## src/rtl/rcc_pkg.sv

```systemverilog
package rcc_pkg;

    localparam int SFR_W     = 8;
    localparam int BIT_USB   = 7;
    localparam int BIT_FLASH = 6;
    localparam int BIT_SW    = 4;
    localparam int BIT_CLK   = 2;
    localparam int BIT_PWR   = 1;
    localparam int BIT_PIN   = 0;

    typedef enum logic [2:0] {
        CAUSE_NONE,
        CAUSE_PWR,
        CAUSE_SUPMON,
        CAUSE_PIN,
        CAUSE_CLK,
        CAUSE_FLASH,
        CAUSE_USB,
        CAUSE_SW
    } cause_e;

    // Captured cause flags (readable view)
    typedef struct packed {
        logic usb;
        logic flash;
        logic sw;
        logic clk;
        logic pwr;
        logic pin;
    } flags_t;

    // Hidden source enables (write-only view)
    typedef struct packed {
        logic usb;
        logic clk;
        logic supmon;
    } enables_t;

    // Raw request vector
    typedef struct packed {
        logic pwr;
        logic supmon;
        logic pin;
        logic clk;
        logic flash;
        logic usb;
    } src_t;

    localparam enables_t EN_DEFAULT = '{usb: 1'b0, clk: 1'b0, supmon: 1'b1};

    function automatic flags_t cause_to_flags(input cause_e c);
        flags_t f;
        f = '0;
        case (c)
            CAUSE_PWR,
            CAUSE_SUPMON: f.pwr   = 1'b1;
            CAUSE_PIN:    f.pin   = 1'b1;
            CAUSE_CLK:    f.clk   = 1'b1;
            CAUSE_FLASH:  f.flash = 1'b1;
            CAUSE_USB:    f.usb   = 1'b1;
            CAUSE_SW:     f.sw    = 1'b1;
            default:      f       = '0;
        endcase
        return f;
    endfunction

    function automatic logic [SFR_W-1:0] flags_to_byte(input flags_t f);
        logic [SFR_W-1:0] b;
        b            = '0;
        b[BIT_USB]   = f.usb;
        b[BIT_FLASH] = f.flash;
        b[BIT_SW]    = f.sw;
        b[BIT_CLK]   = f.clk;
        b[BIT_PWR]   = f.pwr;
        b[BIT_PIN]   = f.pin;
        return b;
    endfunction

    function automatic enables_t byte_to_enables(input logic [SFR_W-1:0] d);
        enables_t e;
        e.usb    = d[BIT_USB];
        e.clk    = d[BIT_CLK];
        e.supmon = d[BIT_PWR];
        return e;
    endfunction

    // Fixed priority: power-on first, software last
    function automatic cause_e pick_cause(input src_t s, input logic sw);
        cause_e c;
        if (s.pwr)         c = CAUSE_PWR;
        else if (s.supmon) c = CAUSE_SUPMON;
        else if (s.pin)    c = CAUSE_PIN;
        else if (s.clk)    c = CAUSE_CLK;
        else if (s.flash)  c = CAUSE_FLASH;
        else if (s.usb)    c = CAUSE_USB;
        else if (sw)       c = CAUSE_SW;
        else               c = CAUSE_NONE;
        return c;
    endfunction

endpackage

```

## src/rtl/rcc_src_arb.sv

```systemverilog
module rcc_src_arb
    import rcc_pkg::*;
(
    input  src_t     raw_i,
    input  enables_t en_i,
    input  logic     sw_req_i,
    output logic     hw_any_o,
    output logic     any_o,
    output cause_e   cause_o
);
    src_t gated;

    always_comb begin
        gated        = raw_i;
        gated.supmon = raw_i.supmon & en_i.supmon;
        gated.clk    = raw_i.clk    & en_i.clk;
        gated.usb    = raw_i.usb    & en_i.usb;
    end

    assign hw_any_o = |gated;
    assign any_o    = hw_any_o | sw_req_i;
    assign cause_o  = pick_cause(gated, sw_req_i);

endmodule

```

## src/rtl/rcc_cause_reg.sv

```systemverilog
module rcc_cause_reg
    import rcc_pkg::*;
#(
    parameter int                ADDR_W   = 8,
    parameter logic [ADDR_W-1:0] SFR_ADDR = 8'hEF
) (
    input  logic              clk,
    input  logic              pwr_on_i,
    input  logic              any_i,
    input  cause_e            cause_i,
    input  logic              wr_ok_i,
    input  logic [SFR_W-1:0]  wdata_i,
    input  logic [ADDR_W-1:0] addr_i,
    output logic [SFR_W-1:0]  rdata_o,
    output enables_t          en_o
);
    flags_t   flags_q;
    enables_t en_q;

    always_ff @(posedge clk) begin
        if (pwr_on_i) begin
            flags_q <= cause_to_flags(CAUSE_PWR);
            en_q    <= EN_DEFAULT;
        end else begin
            if (any_i) begin
                flags_q <= cause_to_flags(cause_i);
            end
            if (wr_ok_i) begin
                en_q <= byte_to_enables(wdata_i);
            end
        end
    end

    assign en_o    = en_q;
    assign rdata_o = (addr_i == SFR_ADDR) ? flags_to_byte(flags_q) : '0;

endmodule

```

## src/rtl/rcc_stretch.sv

```systemverilog
module rcc_stretch #(
    parameter int STRETCH_CYCLES = 16
) (
    input  logic clk,
    input  logic trig_i,
    output logic rst_o
);
    generate
        if (STRETCH_CYCLES == 0) begin : g_direct
            logic hold_q;
            always_ff @(posedge clk) hold_q <= trig_i;
            assign rst_o = hold_q;
        end else begin : g_count
            localparam int CW = $clog2(STRETCH_CYCLES + 1);
            localparam logic [CW-1:0] LOAD = CW'(STRETCH_CYCLES);
            logic [CW-1:0] cnt_q;
            always_ff @(posedge clk) begin
                if (trig_i)
                    cnt_q <= LOAD;
                else if (cnt_q != '0)
                    cnt_q <= cnt_q - CW'(1);
            end
            assign rst_o = (cnt_q != '0);
        end
    endgenerate

endmodule

```

## src/rtl/reset_cause_ctrl.sv

```systemverilog
module reset_cause_ctrl
    import rcc_pkg::*;
#(
    parameter int                ADDR_W         = 8,
    parameter logic [ADDR_W-1:0] SFR_ADDR       = 8'hEF,
    parameter int                STRETCH_CYCLES = 16
) (
    input  logic              clk,
    input  logic              pwr_on_i,
    input  logic              supmon_trip_i,
    input  logic              pin_rst_i,
    input  logic              clk_loss_i,
    input  logic              flash_err_i,
    input  logic              usb_bus_rst_i,
    input  logic [ADDR_W-1:0] sfr_addr_i,
    input  logic              sfr_wr_i,
    input  logic [7:0]        sfr_wdata_i,
    output logic [7:0]        sfr_rdata_o,
    output logic              sys_rst_o
);
    src_t     raw;
    enables_t en;
    cause_e   cause;
    logic     hw_any, any, wr_hit, wr_ok, sw_req;

    assign raw = '{pwr: pwr_on_i, supmon: supmon_trip_i, pin: pin_rst_i,
                   clk: clk_loss_i, flash: flash_err_i, usb: usb_bus_rst_i};

    // Writes land only while the system runs and no hardware source is active
    assign wr_hit = sfr_wr_i & (sfr_addr_i == SFR_ADDR);
    assign wr_ok  = wr_hit & ~sys_rst_o & ~hw_any;
    assign sw_req = wr_ok & sfr_wdata_i[BIT_SW];

    rcc_src_arb u_arb (
        .raw_i    (raw),
        .en_i     (en),
        .sw_req_i (sw_req),
        .hw_any_o (hw_any),
        .any_o    (any),
        .cause_o  (cause)
    );

    rcc_cause_reg #(
        .ADDR_W   (ADDR_W),
        .SFR_ADDR (SFR_ADDR)
    ) u_regs (
        .clk      (clk),
        .pwr_on_i (pwr_on_i),
        .any_i    (any),
        .cause_i  (cause),
        .wr_ok_i  (wr_ok),
        .wdata_i  (sfr_wdata_i),
        .addr_i   (sfr_addr_i),
        .rdata_o  (sfr_rdata_o),
        .en_o     (en)
    );

    rcc_stretch #(
        .STRETCH_CYCLES (STRETCH_CYCLES)
    ) u_stretch (
        .clk    (clk),
        .trig_i (any),
        .rst_o  (sys_rst_o)
    );

endmodule

```

## config.mk

```make
export PLATFORM = sky130hd
export DESIGN_NAME = reset_cause_ctrl
export DESIGN_NICKNAME = d
export VERILOG_FILES = /design/src/rtl/rcc_pkg.sv /design/src/rtl/rcc_src_arb.sv /design/src/rtl/rcc_cause_reg.sv /design/src/rtl/rcc_stretch.sv /design/src/rtl/reset_cause_ctrl.sv
export SDC_FILE = /design/constraint.sdc
export NUM_CORES = 1
export LEC_CHECK = 0
export BUFFER_PORTS_ARGS = -buffer_cell sky130_fd_sc_hd__buf_2
export CORE_MARGIN = 3
export CORE_UTILIZATION = 30
export CTS_CLUSTER_DIAMETER = 120
export DETAILED_ROUTE_END_ITERATION = 7
export GPL_ROUTABILITY_DRIVEN = 0
export GPL_TIMING_DRIVEN = 0
export PLACE_DENSITY = 0.59
export SYNTH_ARGS = -nofsm -noshare
export SYNTH_HDL_FRONTEND = slang
export SYNTH_SLANG_ARGS = --single-unit
```

## constraint.sdc

```tcl
create_clock -name clk -period 1.6 [get_ports clk]
set_input_delay 0.16 -clock clk [delete_from_list [all_inputs] [get_ports clk]]
set_output_delay 0.16 -clock clk [all_outputs]
set_load 0.01 [all_outputs]
```

After elaboration in Yosys (flattened, before gate mapping)

Index checks and enable logic that the tools add are counted.

Multiplexer cells: 14
Reduce and logical (&&, ||, !) cells: 3
Add/sub/neg operators: 1
Eq/ne operators: 8
Bitwise logic cells: 10

Operators with widths:

| kind                  | number |
|---|---|
| $mux W3               | 7 |
| $eq A3 B3 Y1 const B  | 4 |
| $eq A8 B8 Y1 const B  | 1 |
| $mux W8               | 1 |
| $and A1 B1 Y1         | 7 |
| $eq A3 B2 Y1 const B  | 2 |
| $mux W1               | 6 |
| $reduce_or A6 Y1      | 1 |
| $reduce_bool A5 Y1    | 1 |
| $sub A5 B1 Y5 const B | 1 |
| $eq A3 B1 Y1 const B  | 1 |
| $not A1 Y1            | 2 |
| $reduce_or A2 Y1      | 1 |
| $or A1 B1 Y1          | 1 |

Bits of input ports: 24
Logic and storage cells: 46
Output and inout port bits: 9
Flip-flop bits (word level): 14

Depth between registers and ports, before layout

Depth after elaboration: 15
Mapped depth: 7
Depth with buffers taken out: 7

By module

A second synthesis with hierarchy kept.

Cells, all modules: 102
Area total of the unflattened synthesis: 890.9 µm²

By module, submodules not included:

| module           | instances | seq. area each (µm²) | cells each | area an instance (µm²) |
|---|---|---|---|---|
| rcc_cause_reg    | 1         | 180.2                | 53         | 446.7 |
| rcc_stretch      | 1         | 100.1                | 26         | 281.5 |
| rcc_src_arb      | 1         | 0.0                  | 17         | 97.6 |
| reset_cause_ctrl | 1         | 0.0                  | 6          | 65.1 |

Worst setup path after synthesis

Ideal clock, no wire load.

Path type: reg-to-reg
From: reg u_stretch.g_count.cnt_q[0]
To: reg u_regs.flags_q[1] (netlist name)
Data required time: 1478 ps
Data arrival time: 1682 ps
Setup time: 122 ps
Period minus slack after synthesis: 1804 ps
Stages on the path, launching flop included: 8
Path slack: -204 ps
Path buffers: 0
Cell sequence: dfxtp_1 -> inv_1 -> ha_1 -> nor4b_4 -> inv_2 -> nor4_4 -> nor2_2 -> a221o_1

Cells in the longest elaborated chain, start to end: 15
Elaborated cells between the ends (all ways): 17
Classes of those cells: eq/ne: 2; mux: 8; bitwise: 5; reduce/logical: 2

Ends and longest elaborated chain:

| item                                                | line                   | source |
|---|---|---|
| from (decl)                                         | rcc_stretch.sv:16      | `logic [CW-1:0] cnt_q;` |
| from (signal assigned)                              | rcc_stretch.sv:21      | `cnt_q <= cnt_q - CW'(1);` |
| $reduce_bool A5 Y1 *                                | rcc_stretch.sv:23      | `assign rst_o = (cnt_q != '0);` |
| named net sys_rst_o                                 | reset_cause_ctrl.sv:19 | `output logic sys_rst_o` |
| $not A1 Y1 *                                        | reset_cause_ctrl.sv:31 | `assign wr_ok = wr_hit & ~sys_rst_o & ~hw_any;` |
| $and A1 B1 Y1 * (2 in a row)                        | reset_cause_ctrl.sv:31 |  |
| $and A1 B1 Y1 *                                     | reset_cause_ctrl.sv:32 | `assign sw_req = wr_ok & sfr_wdata_i[BIT_SW];` |
| $mux W3                                             | rcc_pkg.sv:96          | `else if (sw) c = CAUSE_SW;` |
| $mux W3                                             | rcc_pkg.sv:95          | `else if (s.usb) c = CAUSE_USB;` |
| $mux W3                                             | rcc_pkg.sv:94          | `else if (s.flash) c = CAUSE_FLASH;` |
| $mux W3                                             | rcc_pkg.sv:93          | `else if (s.clk) c = CAUSE_CLK;` |
| $mux W3                                             | rcc_pkg.sv:92          | `else if (s.pin) c = CAUSE_PIN;` |
| $mux W3                                             | rcc_pkg.sv:91          | `else if (s.supmon) c = CAUSE_SUPMON;` |
| $mux W3                                             | rcc_pkg.sv:90          | `if (s.pwr) c = CAUSE_PWR;` |
| $eq A3 B1 Y1 / $eq A3 B2 Y1 (equally long branches) | rcc_pkg.sv:54          | `case (c)` |
| $reduce_or A2 Y1                                    | rcc_pkg.sv:54          |  |
| $mux W1                                             | rcc_pkg.sv:54          |  |
| to (signal assigned)                                | rcc_cause_reg.sv:22    | `flags_q <= cause_to_flags(CAUSE_PWR);` |
| to (signal assigned)                                | rcc_cause_reg.sv:26    | `flags_q <= cause_to_flags(cause_i);` |
| to (decl)                                           | rcc_cause_reg.sv:17    | `flags_t flags_q;` |

Mark *: on every way through the listed nets, which the timed path passes. The rest lies on a longest branch.
A chain may end at the register's enable or synchronous reset.

Worst setup path after layout

From: reg u_regs.en_q, in the netlist u_regs.en_o[0]
To: reg u_regs.en_q, in the netlist u_regs.en_o[2]

Cells in the longest elaborated chain, start to end: 4

Ends and longest elaborated chain:

| item                   | line                   | source |
|---|---|---|
| from (decl)            | rcc_cause_reg.sv:18    | `enables_t en_q;` |
| from (signal assigned) | rcc_cause_reg.sv:29    | `en_q <= byte_to_enables(wdata_i);` |
| $and A1 B1 Y1          | rcc_src_arb.sv:15      | `gated.supmon = raw_i.supmon & en_i.supmon;` |
| $reduce_or A6 Y1       | rcc_src_arb.sv:20      | `assign hw_any_o = \|gated;` |
| $not A1 Y1             | reset_cause_ctrl.sv:31 |  |
| $and A1 B1 Y1          | reset_cause_ctrl.sv:31 |  |

No other way between the ends.

==> summary.txt <==
Cells and area
  • Share of post-route cells with drive strength above 1: 56.25%
  • Nets: 155
  • Commonest non-fill, non-tap cells in the layout: buf_2 (25), buf_4 (17), dfxtp_1 (11), nand2_1 (9), nor2_1 (8)
  • Cell Count, Final, Fillers Out: 156
  • Design area: 1150 µm²
  • Commonest non-fill, non-tap cell in the layout: buf_2
  • Area Growth Syn to Fin: 53.68%
  • # diodes: 0

Power and ir drop
  • Leak: 0.5576 nW
  • Worst VDD drop: 0.5093 mV
  • Pwr per Cell Area: 626.7 nW/µm²

Detailed routing
  • WL final: 1.710 mm
  • Initial DRC Count: 11
  • Via density: 4.647
  • WL met1: 720 µm
  • Via count: 725
  • DRC: 0
  • Remaining antenna violation count: 0
  • WL/cell: 10.96 µm
  • DR top layer: met4
  • Met2 Wirelength: 898 µm
  • Number of iterations in the first detailed-routing pass: 4
  • Met3 WL: 86 µm

Yosys
  • Syn_area_per_cell: 9.353 µm²
  • Post-synth ARST share: 0%
  • #FFs+latches synth: 14
  • Post-Synthesis Cells: 80
  • Syn Std Cell Area: 748.2 µm²
  • Sequential-to-total area share from yosys stat: 37.46%
  • Synth warn: 0
  • Netlist cell types: 32
  • Commonest register cell after synthesis: dfxtp_1
  • Post-synth EDFFs: 0

Worst setup path
  • Worst setup SP type: register
  • Crit Path Max Fanout: 4
  • Flop-to-flop setup slack: -0.07 ns
  • Worst R2R Path Depth: 4
  • Critical path type: reg2reg
  • Crit path launch: u_regs.en_o[0]$_SDFFE_PP1N_
  • CP Data Required Time: 1.78 ns
  • CP Data Arrival Time: 1.85 ns
  • Reg-to-Reg Start: u_regs.en_o[0]$_SDFFE_PP1N_
  • CP Capture Type: register

Placed design
  • Port bufs: 26
  • Inst Count DP: 135
  • Dpl hpwl: 1.248 mm
  • Area post-placement: 929.6 µm²

Clock network
  • Worst-Skew Late Latency: 0.28 ns
  • Root Buffer: clkbuf_4
  • CTS Sinks: 14
  • TritonCTS clock tree: done
  • Total CTS buffers: 3
  • Clk buf depth: 2
  • Reg clk slew, reported paths: 0.09 ns
  • # H-tree levels: 1

Die
  • Initial Util: 32.57%
  • Die area: 3129 µm²
  • Boundary pin count: 33
  • Num rows: 17
  • Die W: 55.94 µm
  • Core area: 2297 µm²
  • Die Ht: 55.94 µm

GRT
  • Largest net degree at the start of global routing: 9
  • GRT Resource Usage Total: 11.12%
  • Number of global-route vias before repair: 677
  • Total grt overflow: 0
  • Initial antenna violation count: 0
  • First-pass GRT wire length: 2.829 mm

Timing
  • F_max: 0.5975 GHz
  • RSZ-0062 raised after global routing: true
  • Final Hold Fails: 0
  • Worst setup margin: -0.07370 ns
  • Final min period: 1.674 ns
  • Setup Skew: 0.0009953 ns
  • Final setup TNS: -0.2146 ns
  • Slew Viols, Final: 0
  • Final period utilization: 104.6%
  • Final setup fails: 5

Worst hold path
  • Worst min-delay path category: in2reg
  • Min-delay src: flash_err_i
  • Hold path cells: 2

Status
  • Outcome: finished, violations left
  • Violated checks: setup timing

Job
  • Max cap viols: 0
synthesized netlist by cell type, types with 2 or more instances:
cell type   n  share of area (%)
nor4_4      2                5.7
o21ba_2     2                2.7
and2_1      6                5.0
nand2_1    10                5.0
inv_1       3                1.5
buf_4       2                2.0
nor2_1      9                4.5
ha_1        2                3.3
mux2i_1     2                2.7
a32o_1      2                2.7
nor3_1      4                2.7
dfxtp_1    14                 37
nand4b_1    2                2.3
a211oi_1    2                2.0
logic make-up after synthesis:
| group | synth area share [%] |
|---|---|
| adders and majority gates | 3.344 |
| xor gates and xnor gates | 1.171 |
| and+or+nand+nor | 34.62 |
| AOI/OAI and AO/OA | 14.71 |
| DFF | 37.46 |
| muxes | 4.181 |
| other | 0.5012 |
| buffers and inverters | 4.012 |
report_power, final:
part | leakage, nW | total, W | switching [W] | internal [W]
combinational | 0.422 | 0.000103 | 0.0000458 | 0.0000570
sequential | 0.114 | 0.000361 | 0.00000576 | 0.000355
clock | 0.0210 | 0.000257 | 0.000118 | 0.000138
critical path, stage by stage (launching register included):
cell	delay (ns)
dfxtp_2	0.35
a211oi_4	0.27
nand4b_1	0.27
nor4_4	0.35
mux2_4	0.33
routing by layer:
layer	global-route usage (%)	vias to the layer above
met2	19.43	15
met5	0	-
li1	-	377
met1	12.78	331
met3	4.872	2
met4	1.695	0
stage by stage:
| step | setup slack, ns | hold slack, ns | power [W] | util (%) |
|---|---|---|---|---|
| final | -0.07370 | 0.07594 | 0.0007206 | 50.05 |
| after global routing | -0.1853 | 0.07690 | 0.0007564 | 50.05 |
| after CTS | -0.1424 | 0.05780 | 0.0007203 | 46.41 |
| after detailed placement | -0.1903 | 0.3637 | 0.0004492 | 40.47 |
| after global placement | -0.1999 | 0.3650 | 0.0004471 | 40.47 |
| after floorplan | -0.02479 | 0.2357 | 0.0004133 | - |
layout make-up:
cell class	count	area, µm²
plain buffers	2	15.01
clock buffers	4	36.28
fillers	234	1147
inverters	4	15.01
multi-input cells	61	493.0
flip-flops and latches	14	284.0
well taps	28	35.03
repair buffers	43	271.5
flip-flops by register name (all words and copies together), names as in the netlist:
name                     count
u_regs.flags_q               6
u_stretch.g_count.cnt_q      5
u_regs.en_o                  3
worst paths after layout:
check	endpoint
min reg2reg	u_regs.flags_q[2]$_SDFFE_PP0P_
max reg2reg	u_regs.en_o[2]$_SDFFE_PP0N_
min	u_regs.flags_q[5]$_SDFFE_PP0P_
max	u_regs.en_o[2]$_SDFFE_PP0N_
what timing repair did:
item                                    4_1_cts  5_1_grt
buffers inserted                             11        6
resized for setup                             6        9
endpoints found under the setup margin       13       14
hold buffers                                  0        0
pin swaps                                     9        8
Power figures use the tool's default switching activity.
